==> src/rtl/i2cs_pkg.sv <==
package i2cs_pkg;
  localparam int BYTE_W = 8;
  localparam int CNT_W  = 4;

  typedef enum logic [3:0] {
    ST_IDLE,
    ST_ADDR,
    ST_ADDR_ACK,
    ST_SUB,
    ST_SUB_ACK,
    ST_WDATA,
    ST_WDATA_ACK,
    ST_RDATA,
    ST_RACK,
    ST_IGNORE
  } i2cs_state_e;
endpackage

==> src/rtl/i2cs_sync.sv <==
module i2cs_sync #(
  parameter int STAGES = 2
) (
  input  logic clk_i,
  input  logic rst_ni,
  input  logic scl_i,
  input  logic sda_i,
  output logic scl_s_o,
  output logic sda_s_o,
  output logic scl_rise_o,
  output logic scl_fall_o,
  output logic start_o,
  output logic stop_o
);
  logic [STAGES-1:0] scl_ff, sda_ff;
  logic              scl_q, sda_q;

  always_ff @(posedge clk_i or negedge rst_ni) begin
    if (!rst_ni) begin
      scl_ff <= '1;
      sda_ff <= '1;
      scl_q  <= 1'b1;
      sda_q  <= 1'b1;
    end else begin
      scl_ff <= {scl_ff[STAGES-2:0], scl_i};
      sda_ff <= {sda_ff[STAGES-2:0], sda_i};
      scl_q  <= scl_ff[STAGES-1];
      sda_q  <= sda_ff[STAGES-1];
    end
  end

  assign scl_s_o    = scl_ff[STAGES-1];
  assign sda_s_o    = sda_ff[STAGES-1];
  assign scl_rise_o = scl_s_o & ~scl_q;
  assign scl_fall_o = ~scl_s_o & scl_q;
  // data edge while clock stays high
  assign start_o    = scl_s_o & scl_q & sda_q & ~sda_s_o;
  assign stop_o     = scl_s_o & scl_q & ~sda_q & sda_s_o;
endmodule

==> src/rtl/i2cs_engine.sv <==
module i2cs_engine
  import i2cs_pkg::*;
#(
  parameter logic [6:0] DEV_ADDR = 7'h40
) (
  input  logic              clk_i,
  input  logic              rst_ni,
  input  logic              sda_s_i,
  input  logic              rise_i,
  input  logic              fall_i,
  input  logic              start_i,
  input  logic              stop_i,
  input  logic [BYTE_W-1:0] rdata_i,
  output logic              drive_o,
  output logic              we_o,
  output logic [BYTE_W-1:0] waddr_o,
  output logic [BYTE_W-1:0] wdata_o,
  output logic [BYTE_W-1:0] ptr_o,
  output logic              quiet_o
);
  localparam logic [CNT_W-1:0] BITS_LAST = CNT_W'(BYTE_W - 1);
  localparam logic [CNT_W-1:0] BITS_FULL = CNT_W'(BYTE_W);

  i2cs_state_e       st;
  logic [CNT_W-1:0]  cnt;
  logic [BYTE_W-1:0] sh;
  logic [BYTE_W-1:0] ptr;
  logic              rw, more, drive;

  always_ff @(posedge clk_i or negedge rst_ni) begin
    if (!rst_ni) begin
      st      <= ST_IDLE;
      cnt     <= '0;
      sh      <= '0;
      ptr     <= '0;
      rw      <= 1'b0;
      more    <= 1'b0;
      drive   <= 1'b0;
      we_o    <= 1'b0;
      waddr_o <= '0;
      wdata_o <= '0;
    end else begin
      we_o <= 1'b0;
      if (start_i) begin
        st    <= ST_ADDR;
        cnt   <= '0;
        drive <= 1'b0;
      end else if (stop_i) begin
        st    <= ST_IDLE;
        drive <= 1'b0;
      end else begin
        unique case (st)
          ST_ADDR, ST_SUB, ST_WDATA: begin
            if (rise_i && cnt != BITS_FULL) begin
              sh  <= {sh[BYTE_W-2:0], sda_s_i};
              cnt <= cnt + 1'b1;
            end else if (fall_i && cnt == BITS_FULL) begin
              cnt <= '0;
              if (st == ST_ADDR) begin
                if (sh[BYTE_W-1:1] == DEV_ADDR) begin
                  rw    <= sh[0];
                  drive <= 1'b1;
                  st    <= ST_ADDR_ACK;
                end else begin
                  st <= ST_IGNORE;
                end
              end else if (st == ST_SUB) begin
                ptr   <= sh;
                drive <= 1'b1;
                st    <= ST_SUB_ACK;
              end else begin
                we_o    <= 1'b1;
                waddr_o <= ptr;
                wdata_o <= sh;
                ptr     <= ptr + 1'b1;
                drive   <= 1'b1;
                st      <= ST_WDATA_ACK;
              end
            end
          end
          ST_ADDR_ACK: begin
            if (fall_i) begin
              cnt <= '0;
              if (rw) begin
                sh    <= rdata_i;
                drive <= ~rdata_i[BYTE_W-1];
                st    <= ST_RDATA;
              end else begin
                drive <= 1'b0;
                st    <= ST_SUB;
              end
            end
          end
          ST_SUB_ACK, ST_WDATA_ACK: begin
            if (fall_i) begin
              drive <= 1'b0;
              st    <= ST_WDATA;
            end
          end
          ST_RDATA: begin
            if (fall_i) begin
              if (cnt == BITS_LAST) begin
                cnt   <= '0;
                drive <= 1'b0;
                ptr   <= ptr + 1'b1;
                st    <= ST_RACK;
              end else begin
                sh    <= {sh[BYTE_W-2:0], 1'b0};
                drive <= ~sh[BYTE_W-2];
                cnt   <= cnt + 1'b1;
              end
            end
          end
          ST_RACK: begin
            if (rise_i) begin
              more <= ~sda_s_i;
            end else if (fall_i) begin
              if (more) begin
                sh    <= rdata_i;
                drive <= ~rdata_i[BYTE_W-1];
                st    <= ST_RDATA;
              end else begin
                st <= ST_IGNORE;
              end
            end
          end
          default: ;
        endcase
      end
    end
  end

  assign drive_o = drive;
  assign ptr_o   = ptr;
  assign quiet_o = (st == ST_IGNORE);
endmodule

==> src/rtl/i2c_regport_slave.sv <==
module i2c_regport_slave
  import i2cs_pkg::*;
#(
  parameter logic [6:0] DEV_ADDR    = 7'h40,
  parameter int         SYNC_STAGES = 2
) (
  input  logic        clk_i,
  input  logic        rst_ni,
  input  logic        scl_i,
  input  logic        sda_i,
  output logic        sda_oe_o,
  output logic        reg_we_o,
  output logic [7:0]  reg_waddr_o,
  output logic [7:0]  reg_wdata_o,
  output logic [7:0]  reg_raddr_o,
  input  logic [7:0]  reg_rdata_i
);
  logic scl_s, sda_s, scl_rise, scl_fall, start_s, stop_s, quiet;

  i2cs_sync #(.STAGES(SYNC_STAGES)) u_sync (
    .clk_i      (clk_i),
    .rst_ni     (rst_ni),
    .scl_i      (scl_i),
    .sda_i      (sda_i),
    .scl_s_o    (scl_s),
    .sda_s_o    (sda_s),
    .scl_rise_o (scl_rise),
    .scl_fall_o (scl_fall),
    .start_o    (start_s),
    .stop_o     (stop_s)
  );

  i2cs_engine #(.DEV_ADDR(DEV_ADDR)) u_engine (
    .clk_i   (clk_i),
    .rst_ni  (rst_ni),
    .sda_s_i (sda_s),
    .rise_i  (scl_rise),
    .fall_i  (scl_fall),
    .start_i (start_s),
    .stop_i  (stop_s),
    .rdata_i (reg_rdata_i),
    .drive_o (sda_oe_o),
    .we_o    (reg_we_o),
    .waddr_o (reg_waddr_o),
    .wdata_o (reg_wdata_o),
    .ptr_o   (reg_raddr_o),
    .quiet_o (quiet)
  );
endmodule

==> config.mk <==
export PLATFORM = sky130hd
export DESIGN_NAME = i2c_regport_slave
export DESIGN_NICKNAME = d
export VERILOG_FILES = /design/src/rtl/i2cs_pkg.sv /design/src/rtl/i2cs_sync.sv /design/src/rtl/i2cs_engine.sv /design/src/rtl/i2c_regport_slave.sv
export SDC_FILE = /design/constraint.sdc
export NUM_CORES = 1
export LEC_CHECK = 0
export BUFFER_PORTS_ARGS = -buffer_cell sky130_fd_sc_hd__buf_2
export CAP_MARGIN = 20
export CORE_UTILIZATION = 49
export CTS_CLUSTER_DIAMETER = 30
export DETAILED_ROUTE_END_ITERATION = 16
export PLACE_DENSITY = 0.7
export SETUP_SLACK_MARGIN = 0.3
export SLEW_MARGIN = 20
export SYNTH_ARGS = -nofsm -noshare
export SYNTH_HDL_FRONTEND = slang
export SYNTH_HIERARCHICAL = 1
export SYNTH_SLANG_ARGS = --single-unit
export TNS_END_PERCENT = 50
==> constraint.sdc <==
create_clock -name clk_i -period 3.4 [get_ports clk_i]
set_input_delay 0.68 -clock clk_i [delete_from_list [all_inputs] [get_ports clk_i]]
set_output_delay 0.68 -clock clk_i [all_outputs]
set_load 0.01 [all_outputs]
==> results.sh <==
export IMPL_grt_usage_pct=20.74
export IMPL_cp_end_kind="flip-flop"
export IMPL_drv_cap=0
export IMPL_tightest_slew_ps=820.0
export IMPL_syn_inst=264
export IMPL_drive_above_1_share_pct=33.33
export IMPL_grt_pass1_wl_um=9825
export IMPL_cts_htree_levels=2
export IMPL_coreArea_sq_um=5507
export IMPL_critPathArrivalTime_ps=2940
export IMPL_timing_slew_headroom_pct=43.92
export IMPL_boundaryPins=38
export IMPL_nets=312
export IMPL_post_route_period_util_pct=80.94
export IMPL_setup_tns_ps=0
export IMPL_start_kind="flip-flop"
export IMPL_skew_ps=11.53
export IMPL_p_per_area_nw_per_um2=703.8
export IMPL_p_leak_nw=1.460
export IMPL_clk_pin_slew_ps=90
export IMPL_clkSinkCount=50
export IMPL_numCtsBuffers=5
export IMPL_finalSetupViolations=0
export IMPL_drv_slew=0
export IMPL_fin_crit_ps=2752
export IMPL_grt_antenna_before_repair=0
export IMPL_grt_pass1_vias=1918
export IMPL_r2r_start="u_sync/sda_ff[1]"
export IMPL_grt_max_degree=46
export IMPL_power_mw=2.185
export IMPL_rsz0062_at_grt="no"
export IMPL_hold_buffers=0
export IMPL_final_area_sq_um=3104
export IMPL_slowest_delay_ps=920
export IMPL_antennaDiodeCount=0
export IMPL_cts_tree="yes"
export IMPL_syn_nets=279
export IMPL_grt_ovfl_total=0
export IMPL_io_buffers=37
export IMPL_clk_path_buf_depth=2
export IMPL_die_area_sq_um=6016
export IMPL_fp_dieH_um=77.56
export IMPL_rows=27
export IMPL_cts_root_buf="clkbuf_8"
export IMPL_reg2reg_slack_ps=650
export IMPL_wl_um=5940
export IMPL_placed_area_sq_um=3019
export IMPL_dpl_hpwl_um=4118
export IMPL_fp_dieW_um=77.56
export IMPL_synth_area_per_cell_sq_um=10.60
export IMPL_cts_resized=0
export IMPL_cp_buffers_inverters=0
export IMPL_cp_max_fo=18
export IMPL_fillers=491
export IMPL_slowest_stage="or4_1"
export IMPL_viasPerCell=5.767
export IMPL_cp_required_ps=3590
export IMPL_timing_hold_ws_ps=358.5
export IMPL_timing_worst_setup_path_type="flip-flop to flip-flop"
export IMPL_final_hold_viol_count=0
export IMPL_crit_chain="and4b_1 -> or2_2 -> or4_1 -> mux2_2"
export IMPL_postCtsSetupBuffers=0
export IMPL_wl_per_cell_um=16.10
export IMPL_max_vdd_ir_drop_v=0.0003625
export IMPL_synth_area_sq_um=2798
export IMPL_vias=2128
export IMPL_hold_class="input port to async pin"
export IMPL_fmax_mhz=363.4
export IMPL_status="completed"
export IMPL_regArea_sq_um=1259
export IMPL_worst_skew_pair_late_latency_ps=300
export IMPL_first_pass_iters=4
export IMPL_drc_errors=0
export IMPL_cp_startpoint="u_sync/sda_ff[1]"
export IMPL_initialDrtViolationCount=221
export IMPL_critPathTopFamily="simple AND/OR/NAND/NOR gates"
export IMPL_antenna_left=0
export IMPL_area_growth_pct=10.96
export IMPL_multiInputGateArea_sq_um=1421
export IMPL_start_util_pct=50.81
export IMPL_ys_warn_count=6
export IMPL_gp_congestion=0.8669
## worst reg2reg max path, stage by stage (launching register included)
cell,delay (ps)
dfstp_2,570
and4b_1,290
or2_2,450
or4_1,920
mux2_2,410
## sequential cells by signal (all words and copies together), names as in the netlist
| register | flops |
|---|---|
| u_engine/ptr_o | 8 |
| u_engine/more | 1 |
| u_engine/drive_o | 1 |
| u_engine/st | 4 |
| u_engine/rw | 1 |
| u_sync/scl_ff | 2 |
| u_engine/wdata_o | 8 |
| u_engine/waddr_o | 8 |
| u_sync/sda_ff | 2 |
| u_engine/we_o | 1 |
| u_engine/cnt | 4 |
| u_engine/sh | 8 |
| u_sync/scl_q | 1 |
| u_sync/sda_q | 1 |
## per-stage QoR
| stage | setup WS, ps | cells | util, % |
|---|---|---|---|
| floorplan | 1017 | 264 | - |
| global placement | 681.4 | 362 | 54.83 |
| detailed placement | 645.0 | 362 | 54.83 |
| CTS | 645.6 | 369 | 56.33 |
| global route | 529.9 | 369 | 56.37 |
| finish | 647.9 | 369 | 56.37 |
## power by group
group	total (mW)	switching, mW	leakage (nW)	internal (mW)
sequential	0.922	0.222	0.647	0.700
combinational	0.918	0.447	0.769	0.471
clock	0.345	0.202	0.0444	0.143
total	2.18	0.871	1.46	1.31
## per-layer routing
metal	GRT usage [%]	vias up	wire, um
met5	0	-	0
met4	4.528	0	70
met3	4.941	8	286
met2	30.18	64	2519
met1	31.17	1011	3065
li1	-	1045	-
## cells in the final DEF, fill, tap and decap left out, types with 3 or more instances in the layout
cell	count
nor3_1	3
buf_4	4
o21ai_0	12
nand2_1	20
clkbuf_8	5
dfrtp_1	44
nand2b_1	6
and3_1	3
a21oi_1	18
mux2_2	31
buf_2	36
and4b_1	4
dfstp_2	6
ha_1	3
a31oi_1	5
or2_2	3
inv_1	11
nand3_1	13
nor2_1	12
nor2b_1	4
mux2i_1	6
## area by class of cell
class,instances,share of cell area [%]
Timing Repair Buffer,40,6.771
Inverter,11,1.330
Clock buffer,5,2.217
Clock inverter,2,0.4434
Sequential cell,50,40.55
Multi-Input combinational cell,189,45.79
Tap cell,72,2.902
## path summary, 6_finish.rpt
check / to / cells after the start
max: u_engine/wdata_o[0] / 4
min: u_engine/waddr_o[4] / 1
max reg2reg: u_engine/wdata_o[0] / 4
min reg2reg: u_sync/scl_ff[1] / 0
max in group asynchronous: u_sync/sda_ff[0] / 2
min in group clk_i: u_sync/scl_ff[1] / 0
No activity file was read; power rests on OpenSTA's default activity.
